==> src/rtl/rsc_pkg.sv <==
package rsc_pkg;
   localparam int FLAG_W   = 8;
   localparam int B_POR    = 7;
   localparam int B_PIN    = 6;
   localparam int B_WDT    = 5;
   localparam int B_BADOP  = 4;
   localparam int B_BADADR = 3;
   localparam int B_MODE   = 2;
   localparam int B_LOWV   = 1;

   typedef enum logic [1:0] {
      ST_RUN  = 2'd0,
      ST_HOLD = 2'd1,
      ST_WAIT = 2'd2
   } seq_st_e;
endpackage

==> src/rtl/rsc_sync.sv <==
module rsc_sync #(
   parameter int STAGES = 2
) (
   input  logic clk,
   input  logic rst_n,
   input  logic d,
   output logic q
);
   logic [STAGES-1:0] sh;

   generate
      if (STAGES < 2) begin : g_bad
         $error("rsc_sync needs at least two stages");
      end
      for (genvar i = 0; i < STAGES; i++) begin : g_st
         if (i == 0) begin : g_first
            always_ff @(posedge clk or negedge rst_n)
               if (!rst_n) sh[0] <= 1'b0;
               else        sh[0] <= d;
         end else begin : g_next
            always_ff @(posedge clk or negedge rst_n)
               if (!rst_n) sh[i] <= 1'b0;
               else        sh[i] <= sh[i-1];
         end
      end
   endgenerate

   assign q = sh[STAGES-1];
endmodule

==> src/rtl/rsc_capture.sv <==
module rsc_capture
   import rsc_pkg::*;
#(
   parameter bit SRC_REG = 1'b1
) (
   input  logic              clk,
   input  logic              rst_n,
   input  logic              opc_stb,
   input  logic              opc_bad,
   input  logic              stop_stb,
   input  logic              stop_allow,
   input  logic              bus_stb,
   input  logic              bus_opc,
   input  logic              bus_mapped,
   input  logic              wdt_req,
   input  logic              mode_req,
   input  logic              lowv_req,
   output logic [FLAG_W-1:1] src_q
);
   logic [FLAG_W-1:1] ev_d;

   always_comb begin
      ev_d            = '0;
      ev_d[B_BADOP]   = (opc_stb & opc_bad) | (stop_stb & ~stop_allow);
      ev_d[B_BADADR]  = bus_stb & bus_opc & ~bus_mapped;
      ev_d[B_WDT]     = wdt_req;
      ev_d[B_MODE]    = mode_req;
      ev_d[B_LOWV]    = lowv_req;
   end

   generate
      if (SRC_REG) begin : g_reg
         always_ff @(posedge clk or negedge rst_n)
            if (!rst_n) src_q <= '0;
            else        src_q <= ev_d;
      end else begin : g_pass
         assign src_q = ev_d;
      end
   endgenerate
endmodule

==> src/rtl/rsc_seq.sv <==
module rsc_seq
   import rsc_pkg::*;
#(
   parameter int STRETCH_CYC = 64,
   parameter int SAMPLE_DLY  = 32
) (
   input  logic clk,
   input  logic rst_n,
   input  logic src_any,
   input  logic pin_s,
   output logic pin_hit,
   output logic sys_rst,
   output logic pull_low
);
   localparam int MAXC = (STRETCH_CYC > SAMPLE_DLY) ? STRETCH_CYC : SAMPLE_DLY;
   localparam int CW   = (MAXC > 2) ? $clog2(MAXC) : 1;
   localparam logic [CW-1:0] HOLD_LAST = CW'(STRETCH_CYC - 1);
   localparam logic [CW-1:0] WAIT_LAST = CW'(SAMPLE_DLY - 1);

   seq_st_e        st, st_n;
   logic [CW-1:0]  cnt, cnt_n;

   always_comb begin
      st_n    = st;
      cnt_n   = cnt + 1'b1;
      pin_hit = 1'b0;
      unique case (st)
         ST_RUN: begin
            cnt_n = '0;
            if (!pin_s) begin
               pin_hit = 1'b1;
               st_n    = ST_HOLD;
            end
         end
         ST_HOLD: begin
            if (cnt == HOLD_LAST) begin
               st_n  = ST_WAIT;
               cnt_n = '0;
            end
         end
         ST_WAIT: begin
            if (cnt == WAIT_LAST) begin
               cnt_n = '0;
               if (!pin_s) begin
                  pin_hit = 1'b1;
                  st_n    = ST_HOLD;
               end else begin
                  st_n = ST_RUN;
               end
            end
         end
         default: begin
            st_n  = ST_RUN;
            cnt_n = '0;
         end
      endcase
      if (src_any) begin
         st_n  = ST_HOLD;
         cnt_n = '0;
      end
   end

   always_ff @(posedge clk or negedge rst_n)
      if (!rst_n) begin
         st  <= ST_HOLD;
         cnt <= '0;
      end else begin
         st  <= st_n;
         cnt <= cnt_n;
      end

   assign sys_rst  = (st != ST_RUN);
   assign pull_low = (st == ST_HOLD);

   AST_EVENT_HOLDS: assert property (@(posedge clk) disable iff (!rst_n)
      src_any |=> (pull_low && cnt == '0));

   AST_RST_OUTLASTS_PULL: assert property (@(posedge clk) disable iff (!rst_n)
      ($fell(pull_low) && !$past(src_any)) |-> sys_rst);

   AST_PIN_LOW_RESTARTS: assert property (@(posedge clk) disable iff (!rst_n)
      pin_hit |=> pull_low);
endmodule

==> src/rtl/rsc_flags.sv <==
module rsc_flags
   import rsc_pkg::*;
(
   input  logic              clk,
   input  logic              rst_n,
   input  logic              rd,
   input  logic [FLAG_W-1:1] set_vec,
   output logic [FLAG_W-1:0] flags
);
   localparam logic [FLAG_W-1:1] INIT = (FLAG_W-1)'(1) << (B_POR - 1);

   logic [FLAG_W-1:1] q;

   always_ff @(posedge clk or negedge rst_n)
      if (!rst_n) q <= INIT;
      else        q <= (rd ? '0 : q) | set_vec;

   assign flags = {q, 1'b0};

   AST_READ_CLEARS: assert property (@(posedge clk) disable iff (!rst_n)
      (rd && set_vec == '0) |=> (q == '0));

   AST_FLAGS_STICKY: assert property (@(posedge clk) disable iff (!rst_n)
      !rd |=> ((q & $past(q)) == $past(q)));

   AST_NEW_EVENT_KEPT: assert property (@(posedge clk) disable iff (!rst_n)
      (set_vec != '0) |=> ((q & $past(set_vec)) == $past(set_vec)));
endmodule

==> src/rtl/reset_cause_unit.sv <==
module reset_cause_unit
   import rsc_pkg::*;
#(
   parameter int STRETCH_CYC = 64,
   parameter int SAMPLE_DLY  = 32,
   parameter int SYNC_STAGES = 2
) (
   input  logic       clk,
   input  logic       por_n,
   input  logic       rst_pin_in,
   input  logic       opc_dec_stb,
   input  logic       opc_undefined,
   input  logic       stop_stb,
   input  logic       stop_enable,
   input  logic       bus_fetch_stb,
   input  logic       bus_opcode_fetch,
   input  logic       bus_addr_mapped,
   input  logic       wdt_timeout,
   input  logic       mode_rst_req,
   input  logic       lowv_req,
   input  logic       stat_rd,
   output logic [7:0] stat_rdata,
   output logic       sys_rst,
   output logic       rst_pin_pull
);
   generate
      if (STRETCH_CYC < 2) begin : g_chk_hold
         $error("STRETCH_CYC must be at least 2");
      end
      if (SAMPLE_DLY < 2) begin : g_chk_wait
         $error("SAMPLE_DLY must be at least 2");
      end
   endgenerate

   logic [FLAG_W-1:1] src_q;
   logic [FLAG_W-1:1] set_vec;
   logic              pin_s;
   logic              pin_hit;
   logic              src_any;

   rsc_sync #(.STAGES(SYNC_STAGES)) u_sync (
      .clk (clk), .rst_n (por_n), .d (rst_pin_in), .q (pin_s)
   );

   rsc_capture #(.SRC_REG(1'b1)) u_cap (
      .clk        (clk),
      .rst_n      (por_n),
      .opc_stb    (opc_dec_stb),
      .opc_bad    (opc_undefined),
      .stop_stb   (stop_stb),
      .stop_allow (stop_enable),
      .bus_stb    (bus_fetch_stb),
      .bus_opc    (bus_opcode_fetch),
      .bus_mapped (bus_addr_mapped),
      .wdt_req    (wdt_timeout),
      .mode_req   (mode_rst_req),
      .lowv_req   (lowv_req),
      .src_q      (src_q)
   );

   assign src_any = |src_q;

   rsc_seq #(.STRETCH_CYC(STRETCH_CYC), .SAMPLE_DLY(SAMPLE_DLY)) u_seq (
      .clk      (clk),
      .rst_n    (por_n),
      .src_any  (src_any),
      .pin_s    (pin_s),
      .pin_hit  (pin_hit),
      .sys_rst  (sys_rst),
      .pull_low (rst_pin_pull)
   );

   always_comb begin
      set_vec        = src_q;
      set_vec[B_PIN] = src_q[B_PIN] | pin_hit;
   end

   rsc_flags u_flags (
      .clk     (clk),
      .rst_n   (por_n),
      .rd      (stat_rd),
      .set_vec (set_vec),
      .flags   (stat_rdata)
   );

   AST_SRC_RESETS: assert property (@(posedge clk) disable iff (!por_n)
      src_any |=> sys_rst);

   AST_DATA_FETCH_QUIET: assert property (@(posedge clk) disable iff (!por_n)
      (bus_fetch_stb && !bus_opcode_fetch && !opc_dec_stb && !stop_stb && !wdt_timeout
       && !mode_rst_req && !lowv_req) |=> !src_any);
endmodule

==> config.mk <==
export PLATFORM = sky130hd
export DESIGN_NAME = reset_cause_unit
export DESIGN_NICKNAME = d
export VERILOG_FILES = /design/src/rtl/rsc_pkg.sv /design/src/rtl/rsc_sync.sv /design/src/rtl/rsc_capture.sv /design/src/rtl/rsc_seq.sv /design/src/rtl/rsc_flags.sv /design/src/rtl/reset_cause_unit.sv
export SDC_FILE = /design/constraint.sdc
export NUM_CORES = 1
export LEC_CHECK = 0
export ABC_AREA = 0
export BUFFER_PORTS_ARGS = -buffer_cell sky130_fd_sc_hd__buf_4
export CORE_ASPECT_RATIO = 0.7
export CORE_MARGIN = 2
export CORE_UTILIZATION = 29
export CTS_BUF_LIST = sky130_fd_sc_hd__clkbuf_4 sky130_fd_sc_hd__clkbuf_8 sky130_fd_sc_hd__clkbuf_16
export DETAILED_ROUTE_END_ITERATION = 7
export PLACE_DENSITY = 0.6
export SYNTH_ARGS = -nofsm -noshare
export SYNTH_HDL_FRONTEND = slang
export SYNTH_SLANG_ARGS = --single-unit
==> constraint.sdc <==
create_clock -name clk -period 1.75 [get_ports clk]
set_clock_uncertainty 0.2 [all_clocks]
set_input_delay 0.35 -clock clk [delete_from_list [all_inputs] [get_ports clk]]
set_output_delay 0.35 -clock clk [all_outputs]
set_load 0.05 [all_outputs]
Word level (Yosys, flattened, before mapping)
Index checks and enable logic that the tools add are counted.
- flip-flop bits (word level): 22
- ROM bits: 0
- bits in latches: 0
- RAM bits: 0
- memories: 0
- div/mod/pow operators: 0
- add/subtract/negate cells: 1
- reduce and logical (&&, ||, !) cells: 4
- multipliers: 0
- shifts and indexed selects: 0
- bitwise operators: 8
- eq/ne operators: 7
- magnitude comparators: 0
- multiplexer cells: 14
- operators by type and width (kind ; count):
    $mux 6 ; 3
    $pmux 6 s2 ; 1
    $mux 2 ; 4
    $mux 7 ; 1
    $or 7x6->7 ; 1
    $add 6x1->6 const B ; 1
    $eq 6x5->1 const B ; 1
    $eq 6x6->1 const B ; 1
    $pmux 2 s3 ; 1
    $reduce_or 5->1 ; 1
    $and 1x1->1 ; 4
    $mux 1 ; 3
    $ne 3x1->1 const B ; 1
    $ne 3x2->1 const B ; 1
    $ne 3x3->1 const B ; 1
    $reduce_and 3->1 ; 1
    $eq 2x1->1 const B ; 1
    $eq 2x2->1 const B ; 1
    $logic_not 2->1 ; 1
    $not 1->1 ; 2
    $pmux 1 s2 ; 1
    $reduce_bool 2->1 ; 1
    $or 1x1->1 ; 1

Longest topological paths before layout
- depth after elaboration: 4
- depth in mapped cells: 6
- depth with buffers taken out: 6

Cells and area by module
From an unflattened synthesis, not the netlist that was laid out.
- cell total of the unflattened synthesis: 96
- area, all modules: 1022.2 um^2
- modules (own cells, without submodules) (module ; times used ; sequential area each (um^2) ; area an instance (um^2) ; cells each):
    rsc_seq ; 1 ; 201.4 ; 533.0 ; 60
    rsc_flags ; 1 ; 176.4 ; 244.0 ; 17
    rsc_capture ; 1 ; 125.1 ; 167.7 ; 13
    rsc_sync ; 1 ; 50.0 ; 50.0 ; 2
    reset_cause_unit ; 1 ; 0.0 ; 27.5 ; 4

Worst setup path before layout
No wires, ideal clock.
- path type: flip-flop to flip-flop
- start: reg u_seq.st[0]
- end: reg u_seq.st[0]
- library setup time: 64 ps
- path slack: -313 ps
- cell stages (with the launch flop): 7
- arrival: 1799 ps
- required time: 1486 ps
- path buffers: 0
- path through: dfstp_2 inv_1 ha_1 inv_1 o221ai_1 or3_1 nand3_1
- word-level cells in the longest chain between the ends: 3
- elaborated cells on any way between the ends: 9
- RTL lines (element ; line ; text):
    from (decl) ; rsc_seq.sv:20 ; seq_st_e st, st_n;
    from (signal assigned) ; rsc_seq.sv:68 ; st <= st_n;
    $eq 2x2->1, or another cell as far along ; rsc_seq.sv:27 ; unique case (st)
    $ne 3x2->1 (no line), or another cell as far along ; -- ;
    $reduce_and 3->1 (no line) or $mux 2 (tied branches) ; -- ;
Several ways; a longest one is shown, not always the timed one.
A chain may end at the register's enable or synchronous reset.

Worst setup path after layout
- start: reg u_seq.st[0]
- end: out sys_rst
- word-level cells in the longest chain between the ends: 1
- RTL lines (element ; line ; text):
    $reduce_bool 2->1 ; rsc_seq.sv:72 ; assign sys_rst = (st != ST_RUN);
    to (decl) ; reset_cause_unit.sv:23 ; output logic sys_rst,
No other way between the ends.

==> reports/results.txt <==
outcome - complete, but fails checks
failing checks - negative setup slack
CP arrival - 1.32 ns
Horiz. Die Dim - 71.5 µm
Crit. End Element - primary output
layout cell share with drive strength beyond 1 - 45.5%
detailed placement HPWL - 1.39 mm
Gate Count Post-Synth - 79
DR vias - 696
initial antenna violation count - 0
synthesis-stage register bit count - 22
CP Cell Sequence - inv_2, buf_6, ha_4, clkinvlp_4, buf_8
Leakage Power - 0.000674 µW
Root Driver - clkbuf_8
# H-tree levels - 1
WP data required - 1.20 ns
RePlAce Congestion - 0.719
Critical Path Start Type - register
Crit Path Max Fanout - 2
number of distinct library cells after synthesis - 26
Clock Sinks - 22
Syn Nets - 99
vias in the first global route - 710
CP Buf/Inv Count - 4
Max Root-Sink Buffers - 2
DRC errors left - 0
die area - 0.00367 mm²
Area growth, synth to finish - 56.1%
worst-skew pair later-pin latency - 0.26 ns
final setup fails - 3
Max Cap Viol - 0
Clock Pin Slew Worst Setup and Hold Paths - 0.08 ns
commonest non-fill, non-tap cells in the layout - buf_4 (32), dfrtp_1 (20), nor2_1 (7)
leading cell type in the layout, fill and taps excluded - buf_4
Via density - 4.32
Power Density - 774 mW/mm²
GRT Residual Overflow - 0
Syn Area/Cell - 11.7 µm²
total global-route track usage - 11.7%
# nets final - 144
Seq/Total Area, Yosys - 59.7%
antenna-violating nets left - 0
Max Freq - 535 MHz
CP max-delay cell - dfstp_2
crit-path leading delay family - flip-flops
# IOs - 24
largest net degree at the start of global routing - 23
fillcell total - 292
Routed wire per std cell - 12.0 µm
1st-iter DRT viols - 19
Post-Synthesis Cell Area - 926 µm²
Placeable Area - 0.00311 mm²
Place WS - -0.130 ns
cts bufs inserted - 3
critical setup path kind - register to primary output
Starting Density - 29.8%
PnR worst setup slack - -0.118 ns
routed wire length - 1.93 mm
Slew Limit Fails - 0
Initial DRT Pass Iterations - 3
die height - 51.3 µm
Hold Crit Class - input pin to register
CP max stage delay - 0.54 ns
first-pass GRT wire length - 3.20 mm
antenna cells - 0
Yosys Warn Count - 0
Cell Rows - 17
Final period util - 107%
CTS tree - done
overall power - 1120 µW
unrepaired setup endpoints after global routing - yes
post-route minimum period - 1.87 ns
port bufs - 22
count of final hold-check violations - 0
Peak VDD IR - 388 µV
==> cell families (layout without fill, tap and decap cells) <==
logic type	count (synthesis)	after routing	synth area share (%)
fa+ha+maj	6	6	8.11
other cells	1	1	0.405
compound gates	13	13	9.59
mux	1	1	1.08
flops	22	22	59.7
xor+xnor	3	3	2.84
simple gates	24	24	14.2
buf+inv	9	53	4.05
==> power breakdown <==
part	switching, µW	internal, µW
registers	10.7	526
logic	66.2	49.9
clock network	161	305
==> worst paths after layout <==
path                       slack [ns]        endpoint  depth (start not counted)       startpoint
max                             -0.12         sys_rst                          5      u_seq.st[0]
min                              0.03  u_cap.src_q[3]                          2  bus_addr_mapped
max reg2reg                     -0.09     u_seq.st[0]                          8      u_seq.st[0]
min reg2reg                      0.17        u_sync.q                          0     u_sync.sh[0]
max in group asynchronous        0.75     u_seq.st[0]                          2            por_n
min in group asynchronous        0.32    u_seq.cnt[5]                          2            por_n
==> registers in the layout, indices dropped and copies added, names as in the netlist <==
| register | flops |
|---|---|
| u_seq.st | 2 |
| u_flags.q | 7 |
| u_seq.cnt | 6 |
| u_sync.sh | 1 |
| u_sync.q | 1 |
| u_cap.src_q | 5 |
==> stage by stage <==
step | util (%) | instance area [µm²] | TNS (ns) | cells | hold slack (ns)
final | 46.5 | 1450 | -0.263 | 161 | 0.0328
after global routing | 46.5 | 1450 | -0.501 | 161 | 0.0157
after CTS | 44.8 | 1390 | -0.352 | 157 | 0.0248
after detailed placement | 38.8 | 1210 | -0.176 | 144 | 0.0592
after global placement | 38.8 | 1210 | -0.0205 | 144 | 0.0508
after floorplan | - | 956 | -0.0833 | 79 | -0.146
==> synthesized netlist by cell type, drive strengths merged <==
cell type	n	share of area, %
inv	8	3.2
a21o	5	4.2
o21ai	3	1.6
or4	1	1.2
o2bb2ai	1	0.95
ha	6	8.1
a21oi	1	0.54
and4	1	0.95
nor4	1	1.4
or3	1	0.68
buf	1	0.81
nor2	9	4.5
xnor2	2	1.9
conb	1	0.41
xor2	1	0.95
nand2	6	2.7
a31oi	2	1.4
mux2i	1	1.1
nor2b	1	0.68
o221ai	1	0.95
nand3	4	2.2
dfrtp	20	54
dfstp	2	5.7
==> layer usage <==
metal | track usage [%] | share of wire [%] | vias up | wire length [µm]
li1 | - | - | 348 | -
met5 | 0 | 0 | - | 0
met1 | 15.1 | 46 | 322 | 892
met4 | 2.83 | 1.0 | 0 | 20
met2 | 18.2 | 46 | 22 | 884
met3 | 5.13 | 6.9 | 4 | 134
==> layout make-up <==
type	instances	area, µm²	share of cell area (%)
sequential	22	553	38.3
inverter	8	33.8	2.34
multi-input combinational	48	398	27.5
tap	38	47.5	3.29
timing repair buffer	41	342	23.6
clock buffer	3	41.3	2.86
clock inverter	1	30.0	2.08
==> repair_timing <==
item | in CTS | in global routing
pin swaps | 2 | 8
hold buffers | 6 | 0
setup buffers | 3 | 4
setup endpoints to repair | 8 | 10
hold endpoints to repair | 25 | 0
gates resized for setup | 8 | 5
Note: power is estimated with default switching activity, not from simulation.
